`src/rtl/cs_tree_pkg.sv`:
```
package cs_tree_pkg;

    // Number of 3:2 rows needed to reduce nop operands to two words.
    function automatic int row_count(input int nop);
        return nop - 2;
    endfunction

    // The regular inputs of the rows read a single stream of slots.
    // Slots 1..nop-1 are the input operands. Slots nop and above are the
    // partial sum words in the order they were produced.
    function automatic bit slot_is_operand(input int nop, input int slot);
        return slot < nop;
    endfunction

    function automatic int slot_index(input int nop, input int slot);
        return (slot < nop) ? slot : slot - nop;
    endfunction

    // Slot read by regular input port p (0 or 1) of row r.
    function automatic int row_slot(input int r, input int p);
        return 2 * r + 1 + p;
    endfunction

endpackage

```
`src/rtl/fa_cell.sv`:
```
module fa_cell (
    input  logic a_i,
    input  logic b_i,
    input  logic c_i,
    output logic s_o,
    output logic co_o
);
    logic half;

    assign half = a_i ^ b_i;
    assign s_o  = half ^ c_i;
    assign co_o = (a_i & b_i) | (half & c_i);
endmodule

```
`src/rtl/csa_row.sv`:
```
module csa_row #(
    parameter int N = 16
) (
    input  logic [N-1:0] in_a,
    input  logic [N-1:0] in_b,
    input  logic [N-1:0] in_c,
    output logic [N-1:0] sum_o,
    output logic [N-1:0] cy_o
);
    // The carry word leaves the row already weighted by two.
    // The carry out of the top bit has no place in N bits and is not built.
    assign cy_o[0] = 1'b0;

    for (genvar b = 0; b < N; b++) begin : g_bit
        if (b < N - 1) begin : g_full
            fa_cell u_fa (
                .a_i (in_a[b]),
                .b_i (in_b[b]),
                .c_i (in_c[b]),
                .s_o (sum_o[b]),
                .co_o(cy_o[b+1])
            );
        end else begin : g_top
            assign sum_o[b] = in_a[b] ^ in_b[b] ^ in_c[b];
        end
    end
endmodule

```
`src/rtl/cs_compressor_top.sv`:
```
module cs_compressor_top #(
    parameter int NOP = 9,
    parameter int N   = 16
) (
    input  logic [NOP*N-1:0] ops_i,
    output logic [N-1:0]     sum_o,
    output logic [N-1:0]     carry_o
);
    localparam int NROW = cs_tree_pkg::row_count(NOP);

    logic [N-1:0] opnd [NOP];

    for (genvar k = 0; k < NOP; k++) begin : g_unpack
        assign opnd[k] = ops_i[k*N +: N];
    end

    for (genvar r = 0; r < NROW; r++) begin : g_row
        localparam int  SLOT_A = cs_tree_pkg::row_slot(r, 0);
        localparam int  SLOT_B = cs_tree_pkg::row_slot(r, 1);
        localparam bit  A_OP   = cs_tree_pkg::slot_is_operand(NOP, SLOT_A);
        localparam bit  B_OP   = cs_tree_pkg::slot_is_operand(NOP, SLOT_B);
        localparam int  A_IDX  = cs_tree_pkg::slot_index(NOP, SLOT_A);
        localparam int  B_IDX  = cs_tree_pkg::slot_index(NOP, SLOT_B);

        logic [N-1:0] op_a;
        logic [N-1:0] op_b;
        logic [N-1:0] op_c;
        logic [N-1:0] row_sum;
        logic [N-1:0] row_cy;

        // Carry input: operand 0 on the first row, else the previous carry word.
        if (r == 0) begin : g_head
            assign op_c = opnd[0];
        end else begin : g_link
            assign op_c = g_row[r-1].row_cy;
        end

        if (A_OP) begin : g_a_in
            assign op_a = opnd[A_IDX];
        end else begin : g_a_ps
            assign op_a = g_row[A_IDX].row_sum;
        end

        if (B_OP) begin : g_b_in
            assign op_b = opnd[B_IDX];
        end else begin : g_b_ps
            assign op_b = g_row[B_IDX].row_sum;
        end

        csa_row #(.N(N)) u_row (
            .in_a (op_a),
            .in_b (op_b),
            .in_c (op_c),
            .sum_o(row_sum),
            .cy_o (row_cy)
        );
    end

    assign sum_o   = g_row[NROW-1].row_sum;
    assign carry_o = g_row[NROW-1].row_cy;
endmodule

```
`config.mk`:
```
export PLATFORM = sky130hd
export DESIGN_NAME = cs_compressor_top
export DESIGN_NICKNAME = d
export VERILOG_FILES = /design/src/rtl/cs_tree_pkg.sv /design/src/rtl/fa_cell.sv /design/src/rtl/csa_row.sv /design/src/rtl/cs_compressor_top.sv
export SDC_FILE = /design/constraint.sdc
export NUM_CORES = 1
export LEC_CHECK = 0
export BUFFER_PORTS_ARGS = -buffer_cell sky130_fd_sc_hd__buf_2
export CORE_MARGIN = 8
export CORE_UTILIZATION = 42
export DETAILED_ROUTE_END_ITERATION = 10
export PLACE_DENSITY = 0.8
export REMOVE_ABC_BUFFERS = 1
export SLEW_MARGIN = 10
export SYNTH_ARGS = -nofsm -noshare
export SYNTH_HDL_FRONTEND = slang
export SYNTH_SLANG_ARGS = --single-unit
```
`constraint.sdc`:
```
create_clock -name vclk -period 3.25
set_input_delay 0.1625 -clock vclk [all_inputs]
set_output_delay 0.1625 -clock vclk [all_outputs]
set_load 0.02 [all_outputs]
```
==> flow_summary.ini, run 1 <==
[status]
status = finished clean

[synth]
synthTopCellsByCount = 162 x inv_1, 99 x fa_1, 31 x buf_4
syn_avg_cell_area_um2 = 9.80
synth.most_common_cell = inv_1
syn-instance-count = 310
ys_types = 8
synth_top_area_share = 0.652
ys_warn_count = 0
syn_area_um2 = 3040
ys_seq_area_frac = 0
synthTopCellsByArea = fa_1 65%, inv_1 20%, buf_4 7.7%
synth_area_leader_cell = fa_1

[sta]
report.final.slew_viol_count = 0
setup_viol = 0
finalHoldViolations = 0
period_share = 0.998
rsz0062_at_grt = true
fin_hold_ws_ps = 910
max_freq_mhz = 308
fin_crit_ps = 3240
finalSetupTns_ps = 0

[global_routing]
antenna_found_initial = 0
grt_pass1_vias = 2961
gr-total-overflow = 0
track_usage = 0.163
grt_max_degree = 2
grt_pass1_wl_mm = 13.2

[worst_setup_path]
crit_chain = buf_6 > fa_2 > inv_2 > fa_2 > fa_2 > fa_2 > inv_2 > fa_2 > inv_2 > fa_1 > inv_2 > fa_2 > buf_6
crit_path_start_kind = input pin
path_common_cell = fa_2
cpMaxStageDelayCell = fa_2
arrival_ps = 3080
worstSetupPathType = in -> out
critPathMaxStageDelay_ps = 550
end_kind = primary output
critPathMaxFanout = 1
required_ps = 3090

[detailed_routing]
drc = 0
dr.first_iter.drc_count = 21
wire_per_inst_um = 15.1
dr.pass1.iters = 4
vias = 2302
drt-total-wl_mm = 8.37
viasPerCell = 4.16
ant_nets = 0

[layout]
nets = 705
regArea_um2 = 0
nFlopsAndLatches = 0
final_util = 0.568
fillers = 606
final_area_um2 = 4060
diodes = 0
multi_input_area_um2 = 2310
area_growth_pct = 33.4
drive_above_1_share = 0.522
clkbuf_count = 0

[floorplanning]
start_util = 0.426
die_y_um = 101
io_pins = 176
die_x_um = 101
dieArea_um2 = 10200
row_count = 31
core_area_um2 = 7140

[power_and_ir_drop]
power.leakage_nw = 2.39
powerDensity_nw_per_um2 = 547
irDropWorstVdd_mv = 0.493

[place]
gp_congestion = 0.854
dpl.hpwl_mm = 7.84
io_buffers = 175
place_area_um2 = 3810

[cts]
hold_buffers = 0

[job]
cap_viol_max_count = 0

[min_path]
hold_path.class = in -> out
==> cell usage in the layout, fill, tap and decap left out <==
| cell | instances |
|---|---|
| buf_2 | 152 |
| buf_4 | 3 |
| buf_6 | 19 |
| buf_8 | 1 |
| conb_1 | 1 |
| fa_1 | 60 |
| fa_2 | 39 |
| ha_1 | 6 |
| inv_1 | 141 |
| inv_2 | 21 |
| xnor2_1 | 5 |
| xnor2_2 | 2 |
| xnor3_1 | 3 |
| xor2_1 | 1 |
==> final timing paths <==
path | startpoint | endpoint | slack [ps] | cells past startpoint
setup / recovery | ops_i[21] | sum_o[10] | 6 | 13
hold / removal | ops_i[64] | sum_o[0] | 910 | 5
==> power breakdown <==
part / total, mW / leakage [nW] / internal, mW / switching, mW
registers: 0 / 0 / 0 / 0
logic: 2.22 / 2.39 / 0.984 / 1.23
clock network: 0 / 0 / 0 / 0
==> area by class of cell <==
class | instances | share of cell area
inverters | 162 | 0.150
repair buffers | 175 | 0.250
well taps | 99 | 0.0305
multi-input cells | 117 | 0.570
==> cell families (layout without fill, tap and decap cells) <==
group | after synthesis | in the layout | share of synthesized area
xor gates and xnor gates | 11 | 11 | 0.0453
adders and majority gates | 105 | 105 | 0.677
buffers and inverters | 193 | 337 | 0.277
other | 1 | 1 | 0.00123
==> metal layers <==
layer	vias up	GRT usage	routed length, um
met5	-	0	0
met4	0	0.0206	108
met3	8	0.0566	1110
met2	150	0.316	4420
met1	1112	0.166	2730
li1	1032	-	-
==> critical path: cells and delay by family <==
family	cells	cell delay [ps]
buffers and inverters	6	390
adder cells (fa/ha/maj)	7	2530
==> stage by stage <==
step                cells  total power, mW  worst slack, ps
global placement      553             1.86             -113
finish                553             2.22             5.97
CTS                   553             2.13            -72.3
detailed placement    553             1.92             -282
global route          553             2.44            -63.2
floorplan             279             1.40              166
==> what timing repair did <==
item,4_1_cts,5_1_grt
pin swaps,12,34
gates resized for setup,45,49
setup buffers,0,0
endpoints found under the setup margin,17,17
(Power assumes the default switching activity.)
==> inputs of run 2 (changes only) <==
--- a/config.mk
+++ b/config.mk
@@ -9,6 +9,7 @@
 export CORE_MARGIN = 8
 export CORE_UTILIZATION = 42
 export DETAILED_ROUTE_END_ITERATION = 10
+export MAX_ROUTING_LAYER = met4
 export PLACE_DENSITY = 0.8
 export REMOVE_ABC_BUFFERS = 1
 export SLEW_MARGIN = 10
==> run 2 against run 1 <==
Sequential share of layout area unchanged. Via count up 0.78%. Flip-flop and latch count did not move. First-iteration DRC count fell by 19%. Critical path depth is the same. Power down 0.76%. Critical path type unchanged. Global-route usage rose by 0.33 points. Final area is 1.4% lower.
==> flow_summary.ini, run 2 (synthesis results as in run 1) <==
[global_routing]
met2_usage = 0.316
met3_usage = 0.0401
grtUsageMet1 = 0.176
track_usage = 0.166
antenna_found_initial = 0
grt_max_degree = 2
gr-total-overflow = 0
grt_pass1_vias = 2987
grt-busiest-layer = met2
grt_pass1_wl_mm = 13.2

[place]
place_inst = 553
gp_congestion = 0.879
io_buffers = 175
dpl.hpwl_mm = 7.91
place_area_um2 = 3810
dp_slack_ps = -283

[layout]
drive_above_1_share = 0.500
final_cell_mix = 157 x buf_2, 147 x inv_1, 62 x fa_1
final_common_cell = buf_2
diodes = 0
regArea_um2 = 0
clkbuf_count = 0
nFlopsAndLatches = 0
final_util = 0.560
final_area_um2 = 4000
fin_cells = 553
area_growth_pct = 31.6
nets = 705

[min_path]
min_to = sum_o[0]
hold_path.class = in -> out
hp-start = ops_i[96]
hold_depth = 5

[detailed_routing]
ant_nets = 0
wire_per_inst_um = 15.1
vias = 2320
viasPerCell = 4.20
drt-total-wl_mm = 8.32
drc = 0
dr.first_iter.drc_count = 17
dr.pass1.iters = 4

[sta]
max_freq_mhz = 310
rsz0062_at_grt = true
fin_crit_ps = 3230
finalHoldViolations = 0
setup_viol = 0
finalWorstSetupSlack_ps = 20.4
fin_hold_ws_ps = 909
report.final.slew_viol_count = 0
period_share = 0.994
finalSetupTns_ps = 0

[job]
cap_viol_max_count = 0

[worst_setup_path]
critPathMaxStageDelay_ps = 540
crit_chain = buf_2 > fa_1 > inv_1 > fa_2 > fa_2 > fa_2 > inv_2 > fa_1 > inv_1 > fa_1 > inv_1 > fa_1 > buf_6
crit_start = ops_i[5]
worstSetupPathType = in -> out
required_ps = 3090
critPathMaxFanout = 1
crit_path_start_kind = input pin
cpMaxStageDelayCell = fa_1
end_kind = primary output
path_common_cell = fa_1
arrival_ps = 3070

[power_and_ir_drop]
power_mw = 2.20
power.leakage_nw = 2.37
irDropWorstVdd_mv = 0.543
powerDensity_nw_per_um2 = 550

[floorplanning]
die_y_um = 101
core_area_um2 = 7140
row_count = 31
die_x_um = 101
start_util = 0.426
io_pins = 176
dieArea_um2 = 10200

[status]
status = finished clean

[cts]
post_cts.repair.setup_buffers = 0
run 2: area by class of cell:
cell class	instances	area, um^2
inverters	162	608
repair buffers	175	977
fillers	636	3140
well taps	99	124
multi-input cells	117	2290
run 2: worst max-delay path by stage:
stage	endpoint	slack, ps	cells after the start
2_1_floorplan	sum_o[10]	170	11
3_3_place_gp	sum_o[15]	-110	14
3_5_place_dp	sum_o[10]	-280	13
4_1_cts	sum_o[10]	-40	13
5_1_grt	sum_o[15]	-70	14
6_report	sum_o[10]	20	13
run 2: routing by layer:
layer  share of wire  routed length (um)
met4          0.0068                  57
met5               0                   0
met3            0.10                 842
met2            0.53                4380
met1            0.37                3040
run 2: what timing repair did:
action / 4_1_cts / 5_1_grt
hold buffers: 0 / 0
resized for setup: 39 / 40
endpoints found under the hold margin: 0 / 0
endpoints found under the setup margin: 16 / 18
pin swaps: 8 / 22
run 2: where the power goes:
part           internal (mW)  switching [mW]
Sequential                 0               0
Clock                      0               0
Combinational          0.971            1.23
Total                  0.971            1.23
run 2: critical path, delay by kind of cell:
family	cells	cell delay (ps)
buffers and inverters	6	460
adders and majority gates	7	2430
